$ cat config.mk
export PLATFORM = sky130hd
export DESIGN_NAME = dep_scoreboard
export DESIGN_NICKNAME = d
export VERILOG_FILES = /design/src/rtl/dsb_pkg.sv /design/src/rtl/dsb_flag_file.sv /design/src/rtl/dsb_src_gate.sv /design/src/rtl/dep_scoreboard.sv
export SDC_FILE = /design/constraint.sdc
export NUM_CORES = 1
export LEC_CHECK = 0
export BUFFER_PORTS_ARGS = -buffer_cell sky130_fd_sc_hd__buf_2
export CORE_MARGIN = 2
export CORE_UTILIZATION = 50
export CTS_CLUSTER_SIZE = 20
export DETAILED_ROUTE_END_ITERATION = 12
export PLACE_DENSITY = 0.82
export REMOVE_ABC_BUFFERS = 1
export SYNTH_ARGS = -nofsm -noshare
export SYNTH_HDL_FRONTEND = slang
export SYNTH_SLANG_ARGS = --single-unit
$ cat constraint.sdc
create_clock -name clk -period 2 [get_ports clk]
set_clock_uncertainty 0.2 [all_clocks]
set_input_delay 0.3 -clock clk [delete_from_list [all_inputs] [get_ports clk]]
set_output_delay 0.3 -clock clk [all_outputs]
set_load 0.05 [all_outputs]
$ cat src/rtl/dsb_pkg.sv
package dsb_pkg;

    localparam int NUM_REGS = 32;
    localparam int IDX_W    = $clog2(NUM_REGS);
    localparam int NUM_SRCS = 2;

    typedef logic [IDX_W-1:0]    reg_idx_t;
    typedef logic [NUM_REGS-1:0] busy_vec_t;

    // one operand of a read-stage query
    typedef struct packed {
        reg_idx_t idx;
        logic     used;
        logic     byp;
    } src_query_t;

    // a request to change one pending flag
    typedef struct packed {
        logic     en;
        reg_idx_t idx;
    } flag_req_t;

    // an operand blocks issue when it is read, pending and not forwarded
    function automatic logic src_blocks(input src_query_t q, input logic pending);
        return q.used && pending && !q.byp;
    endfunction

endpackage

$ cat src/rtl/dsb_flag_file.sv
module dsb_flag_file
    import dsb_pkg::*;
#(
    parameter int NREGS = NUM_REGS,
    parameter int IW    = IDX_W
) (
    input  logic             clk,
    input  logic             rst,
    input  logic             set_en,
    input  logic [IW-1:0]    set_idx,
    input  logic             clr_en,
    input  logic [IW-1:0]    clr_idx,
    output logic [NREGS-1:0] busy
);

    for (genvar g = 0; g < NREGS; g++) begin : g_flag
        if (g == 0) begin : g_zero
            // register zero is constant and never pending
            assign busy[g] = 1'b0;
        end else begin : g_cell
            logic hit_set;
            logic hit_clr;
            logic flag_q;

            assign hit_set = set_en && (set_idx == IW'(g));
            assign hit_clr = clr_en && (clr_idx == IW'(g));

            always_ff @(posedge clk) begin
                if (rst)          flag_q <= 1'b0;
                else if (hit_set) flag_q <= 1'b1;  // newer producer wins
                else if (hit_clr) flag_q <= 1'b0;
            end

            assign busy[g] = flag_q;
        end
    end

endmodule

$ cat src/rtl/dsb_src_gate.sv
module dsb_src_gate
    import dsb_pkg::*;
(
    input  src_query_t q,
    input  busy_vec_t  busy,
    output logic       blocked
);

    logic pending;

    assign pending = busy[q.idx];
    assign blocked = src_blocks(q, pending);

endmodule

$ cat src/rtl/dep_scoreboard.sv
module dep_scoreboard
    import dsb_pkg::*;
(
    input  logic       clk,
    input  logic       rst,
    input  logic       iss_valid,
    input  logic [4:0] iss_rd,
    input  logic       wb_valid,
    input  logic [4:0] wb_rd,
    input  logic [4:0] src_a_idx,
    input  logic       src_a_used,
    input  logic       src_a_byp,
    input  logic [4:0] src_b_idx,
    input  logic       src_b_used,
    input  logic       src_b_byp,
    output logic       stall
);

    flag_req_t  set_req;
    flag_req_t  clr_req;
    busy_vec_t  busy_q;
    src_query_t srcs [NUM_SRCS];
    logic [NUM_SRCS-1:0] blocked;

    assign set_req = '{en: iss_valid, idx: iss_rd};
    assign clr_req = '{en: wb_valid,  idx: wb_rd};

    assign srcs[0] = '{idx: src_a_idx, used: src_a_used, byp: src_a_byp};
    assign srcs[1] = '{idx: src_b_idx, used: src_b_used, byp: src_b_byp};

    dsb_flag_file #(
        .NREGS (NUM_REGS),
        .IW    (IDX_W)
    ) u_flags (
        .clk     (clk),
        .rst     (rst),
        .set_en  (set_req.en),
        .set_idx (set_req.idx),
        .clr_en  (clr_req.en),
        .clr_idx (clr_req.idx),
        .busy    (busy_q)
    );

    for (genvar s = 0; s < NUM_SRCS; s++) begin : g_src
        dsb_src_gate u_gate (
            .q       (srcs[s]),
            .busy    (busy_q),
            .blocked (blocked[s])
        );
    end

    assign stall = |blocked;

endmodule

==> results of run 1 <==
-- layer usage --
metal | track usage [%] | share of wire, % | vias to the layer above
met3 | 4.754 | 9.4 | 6
met4 | 11.44 | 1.3 | 0
met5 | 0 | 0 | -
met1 | 35.58 | 42 | 858
li1 | - | - | 860
met2 | 40.49 | 48 | 92
-- synthesized netlist by cell type, drive strengths merged --
library cell,number
mux2i,8
nand4,1
inv,1
or2,1
nor2,6
o21ai,33
o32ai,1
nand3,12
clkbuf,8
buf,4
nor3,2
nand2,32
o311ai,1
dfxtp,31
nand2b,4
a21oi,31
a221oi,1
o22ai,1
mux4,14
mux2,3
nand4b,1
nor3b,1
nor2b,14
-- final cells by class --
cell class / instances / share of cell area, %
inverter: 1 / 0.1748
multi-input combinational: 167 / 52.91
sequential: 31 / 29.02
tap: 46 / 2.681
clock buffer: 6 / 2.389
timing repair buffer: 44 / 12.59
clock inverter: 1 / 0.2331
-- worst max-delay path, stage by stage (launching register included) --
cell	delay [ns]
dfxtp_2	0.35
mux4_2	0.47
mux4_2	0.48
nand4b_1	0.10
o311ai_1	0.10
buf_4	0.20
-- cells by family after synthesis --
group                  count (synthesis)  share of synthesized area [%]
AND/OR/NAND/NOR                       74                          19.53
AO/OA/AOI/OAI                         68                          19.46
flip-flops                            31                          34.23
multiplexers                          25                          23.67
buffers and inverters                 13                          3.105
-- timing repair --
action | 4_1_cts | 5_1_grt
pin swaps | 0 | 0
gates resized for setup | 2 | 3
endpoints found under the setup margin | 1 | 1
-- power breakdown --
group | switching (W) | internal, W
sequential | 0.00000666 | 0.000625
clock | 0.000206 | 0.000162
combinational | 0.000101 | 0.0000775
total | 0.000314 | 0.000865
-- worst max-delay path by stage --
stage / startpoint / to / slack (ns) / cells after the start
floorplan: src_a_idx[0] / stall / -0.71 / 5
global placement: src_b_idx[2] / stall / -0.29 / 6
detailed placement: src_b_idx[1] / stall / -0.34 / 7
CTS: u_flags.g_flag[31].g_cell.flag_q$_SDFFE_PP0P_ / stall / -0.54 / 5
global route: u_flags.g_flag[31].g_cell.flag_q$_SDFFE_PP0P_ / stall / -0.57 / 7
finish: u_flags.g_flag[31].g_cell.flag_q$_SDFFE_PP0P_ / stall / -0.53 / 5
-- metrics by stage --
stage                     power [W]  instances  utilization [%]  hold WS (ns)
after floorplan           0.0007163        199                -        0.1691
after global placement    0.0008183        289            60.84        0.2729
after detailed placement  0.0008224        289            60.84        0.2882
after CTS                  0.001179        296            62.60       0.07820
after global routing       0.001231        296            62.86       0.08839
final                      0.001179        296            62.86       0.07960
==> flow_metrics.py, run 1 <==
metrics = {
    "hold_path": {
        "whs_endpoint": "u_flags.g_flag[31].g_cell.flag_q$_SDFFE_PP0P_",
        "hold_class": "in -> reg",
        "min_from": "iss_rd[3]",
        "hold_depth": 3,
    },
    "worst_setup_path": {
        "rr_worst_depth": 3,
        "start_kind": "flip-flop",
        "regToRegStartpoint": "u_flags.g_flag[29].g_cell.flag_q$_SDFFE_PP0P_",
        "critPathCaptureType": "primary output",
        "cp.arrival_ns": 2.03,
        "path_max_fanout": 2,
        "r2r_end": "u_flags.g_flag[29].g_cell.flag_q$_SDFFE_PP0P_",
        "ff2ff_setup_slack_ns": 1.04,
        "cp.required_ns": 1.50,
        "crit_type": "reg -> out",
    },
    "route": {
        "firstDrtPassIters": 4,
        "drc": 0,
        "via_count": 1816,
        "drt_iter0_drc": 140,
        "wl_per_cell_um": 16.41,
        "totalWireLength_mm": 4.858,
        "drtAntennaViolNets": 0,
        "via_per_inst": 6.135,
    },
    "placed_design": {
        "portBuffers": 28,
        "place_congestion": 0.8605,
        "dp_slack_ns": -0.3437,
        "dpl_cell_area_um2": 2078,
        "dp_hpwl_mm": 3.830,
    },
    "clock_tree": {
        "htreeDepth": 2,
        "cts.path.max_buffers": 2,
        "postCtsSetupRepairBufs": 0,
        "cts_buffers": 5,
        "clk_pin_slew_ns": 0.09,
        "cts_root_buf": "clkbuf_4",
        "cts_tree": "done",
        "holdBufCountCts": 0,
        "insertion_delay_ns": 0.32,
        "clock-sinks": 31,
    },
    "timing": {
        "worst_pin_slew_ns": 0.5709,
        "hold_viol": 0,
        "slew_headroom_pct": 61.64,
        "setup_violations": 1,
        "fmax_ghz": 0.3957,
        "min_period_ns": 2.527,
        "layout_worst_path_cycle_share_pct": 126.3,
        "finalMaxSlewViolations": 0,
        "setup-tns-final_ns": -0.5269,
        "setup_ws_ns": -0.5269,
        "rsz0062_at_grt": "true",
    },
    "layout": {
        "stdcell_area_um2": 2147,
        "multi_input_area_um2": 1136,
        "drive_above_1_share_pct": 28.00,
        "layout.nets": 278,
        "syn2layout_area_growth_pct": 18.43,
        "n_antenna_cell": 0,
        "layout_common_cells": "o21ai_0 (33), nand2_1 (32), a21oi_1 (31)",
        "top_register": "u_flags.g_flag.g_cell.flag_q",
        "final_common_cell": "o21ai_0",
        "regArea_um2": 623.1,
        "fill_cells": 308,
        "largest_reg_flops": 31,
        "top_regs": "u_flags.g_flag.g_cell.flag_q x31",
    },
    "global_route": {
        "grt_pass1_wl_mm": 8.245,
        "first_global_vias": 1752,
        "track_usage_pct": 26.09,
        "grt_antenna_before_repair": 0,
        "overflow": 0,
        "grt_max_degree": 32,
    },
    "die": {
        "start_util_pct": 53.08,
        "die_height_um": 64.22,
        "die_area_um2": 4124,
        "ioPinCount": 29,
        "core-area_um2": 3416,
        "row_count": 21,
        "die_w_um": 64.22,
    },
    "synthesis": {
        "yosysTopAreaCell": "dfxtp_1",
        "yosysWarnings": 0,
        "ys_seq_area_share_pct": 34.23,
        "ys_ff_latch": 31,
        "synthCells": 211,
        "ys_types": 24,
        "syn_avg_cell_area_um2": 8.592,
        "synth_area_leaders": "dfxtp_1 (34%), mux4_2 (17%), o21ai_0 (9.1%)",
        "syn_area_um2": 1813,
        "netlist.area_leader.share_pct": 34.23,
    },
    "power_and_ir_drop": {
        "p_leak_nw": 0.7737,
        "powerDensity_nw_per_um2": 549.0,
        "ir_drop_v": 0.0004030,
    },
    "outcome": {
        "status": "complete, but fails checks",
        "violations": "negative setup slack",
    },
    "run": {
        "drv_cap": 0,
    },
}
Power figures use the tool's default switching activity.
==> inputs of run 2 (changes only) <==
--- a/config.mk
+++ b/config.mk
@@ -5,7 +5,7 @@
 export SDC_FILE = /design/constraint.sdc
 export NUM_CORES = 1
 export LEC_CHECK = 0
-export BUFFER_PORTS_ARGS = -buffer_cell sky130_fd_sc_hd__buf_2
+export BUFFER_PORTS_ARGS = -buffer_cell sky130_fd_sc_hd__buf_4
 export CORE_MARGIN = 2
 export CORE_UTILIZATION = 50
 export CTS_CLUSTER_SIZE = 20
==> run 2 against run 1 <==
Against the previous run: the flow still finishes with violations (negative setup slack); sequential power hardly changed; worst setup slack better by 0.0050 ns; clock power increased by 41%; total power increased by 14%; sequential cell count is the same; via count shrank 0.66%; critical path type unchanged; largest cell class unchanged.
==> flow_metrics.py, run 2 (synthesized netlist as in run 1, its figures left out) <==
metrics = {
    "outcome": {
        "status": "complete, but fails checks",
        "violations": "negative setup slack",
    },
    "timing": {
        "layout_worst_path_cycle_share_pct": 126.1,
        "min_period_ns": 2.522,
        "rsz0062_at_grt": "true",
        "setup_violations": 1,
        "worst_pin_slew_ns": 0.5727,
        "fmax_ghz": 0.3965,
        "finalMaxSlewViolations": 0,
        "hold_viol": 0,
        "slew_headroom_pct": 61.53,
        "setup_ws_ns": -0.5219,
        "setup-tns-final_ns": -0.5219,
    },
    "hold_path": {
        "hold_class": "in -> reg",
    },
    "layout": {
        "drive_above_1_share_pct": 29.44,
        "final_common_cell": "buf_4",
        "largest_reg_flops": 31,
        "n_antenna_cell": 0,
        "layout_common_cells": "buf_4 (41), o21ai_0 (33), nand2_1 (32)",
        "syn2layout_area_growth_pct": 22.50,
        "top_register": "u_flags.g_flag.g_cell.flag_q",
        "fill_cells": 321,
        "stdcell_count": 294,
        "layout.nets": 275,
        "top_regs": "u_flags.g_flag.g_cell.flag_q x31",
    },
    "global_route": {
        "grt_max_degree": 32,
        "grt_antenna_before_repair": 0,
        "track_usage_pct": 26.67,
        "grt_use_met2_pct": 42.45,
        "grt_util_met3_pct": 5.282,
        "overflow": 0,
        "busiest_layer": "met2",
        "first_global_vias": 1794,
        "grt_pass1_wl_mm": 8.369,
        "globalRouteMet1Util_pct": 34.71,
    },
    "worst_setup_path": {
        "path_delay_family": "multiplexers",
        "cp.required_ns": 1.50,
        "critPathCaptureType": "primary output",
        "crit_chain": "mux4_2 > mux4_2 > nand4b_1 > o311ai_1 > buf_4",
        "crit_type": "reg -> out",
        "path_max_fanout": 3,
        "critPathBufInv": 1,
        "slowest_stage": "mux4_2",
        "cpPeakStageDelay_ns": 0.47,
        "crit_path_frequent_cell": "mux4_2",
        "start_kind": "flip-flop",
        "cp.arrival_ns": 2.02,
    },
    "die": {
        "start_util_pct": 53.08,
        "core-area_um2": 3416,
        "die_w_um": 64.22,
        "die_height_um": 64.22,
        "ioPinCount": 29,
        "die_area_um2": 4124,
        "row_count": 21,
    },
    "route": {
        "firstDrtPassIters": 4,
        "via_count": 1804,
        "via_per_inst": 6.136,
        "wl_per_cell_um": 16.86,
        "totalWireLength_mm": 4.956,
        "drc": 0,
        "drtAntennaViolNets": 0,
        "drt_iter0_drc": 119,
    },
    "placed_design": {
        "dp_slack_ns": -0.2955,
        "dpl.cell_count": 284,
        "place_congestion": 0.9076,
        "portBuffers": 28,
        "dp_hpwl_mm": 3.768,
    },
    "power_and_ir_drop": {
        "ir_drop_v": 0.0005117,
        "p_leak_nw": 0.7977,
        "powerDensity_nw_per_um2": 603.9,
    },
    "clock_tree": {
        "holdBufCountCts": 0,
        "clock-sinks": 31,
        "insertion_delay_ns": 0.34,
        "clk_pin_slew_ns": 0.10,
        "htreeDepth": 2,
        "cts_tree": "done",
        "cts_root_buf": "clkbuf_4",
        "cts_buffers": 5,
        "cts.path.max_buffers": 2,
    },
    "run": {
        "drv_cap": 0,
    },
}
==> run 2: changes by cell type in the layout (fill, tap and decap cells not counted) <==
cell	delta
buf_2	-27
buf_4	+26
buf_6	-2
bufinv_16	+1
dfxtp_1	-5
dfxtp_2	+5
==> run 2: worst min-delay path: cells and delay by family <==
kind	cells	cell delay, ns
AOI/OAI and AO/OA	1	0.05
and+or+nand+nor	1	0.07
buffers and inverters	1	0.14
==> run 2: worst paths after layout <==
| kind | from | end | slack, ns | cells after the start |
|---|---|---|---|---|
| max | u_flags.g_flag[23].g_cell.flag_q$_SDFFE_PP0P_ | stall | -0.52 | 5 |
| min | iss_rd[1] | u_flags.g_flag[15].g_cell.flag_q$_SDFFE_PP0P_ | 0.06 | 3 |
| max reg2reg | u_flags.g_flag[16].g_cell.flag_q$_SDFFE_PP0P_ | u_flags.g_flag[16].g_cell.flag_q$_SDFFE_PP0P_ | 1.02 | 3 |
| min reg2reg | u_flags.g_flag[29].g_cell.flag_q$_SDFFE_PP0P_ | u_flags.g_flag[29].g_cell.flag_q$_SDFFE_PP0P_ | 0.30 | 2 |
==> run 2: layer usage <==
metal / share of wire [%] / vias up / wire length, um
met5: 0 / - / 0
met4: 2.5 / 0 / 124
met3: 10 / 13 / 509
met2: 47 / 108 / 2326
met1: 40 / 839 / 1995
li1: - / 844 / -
==> run 2: final cells by class <==
cell class / count / area, um^2 / area share (%)
multi-input combinational: 167 / 1136 / 51.15
clock inverter: 2 / 35.03 / 1.577
clock buffer: 6 / 51.30 / 2.310
sequential: 31 / 629.4 / 28.34
tap: 46 / 57.56 / 2.592
timing repair buffer: 41 / 307.8 / 13.86
inverter: 1 / 3.754 / 0.1690
==> run 2: power breakdown <==
group          switching [W]  total (W)  leakage (nW)  internal [W]
clock network       0.000225   0.000520        0.0482      0.000295
logic               0.000101   0.000190         0.496     0.0000891
registers         0.00000657   0.000632         0.254      0.000625
total               0.000332    0.00134         0.798       0.00101
==> run 2: what timing repair did <==
item	CTS	global route
setup buffers	1	1
setup endpoints to repair	1	1
gates resized for setup	3	4
pin swaps	0	0
==> run 2: stage by stage <==
step	hold slack (ns)	area (um^2)	util, %	power, W
2_1_floorplan	0.1691	1760	-	0.0007163
3_3_place_gp	0.2744	2111	61.79	0.0008303
3_5_place_dp	0.2889	2111	61.79	0.0008340
4_1_cts	0.05596	2208	64.65	0.001340
5_1_grt	0.07350	2221	65.02	0.001386
6_report	0.05604	2221	65.02	0.001341
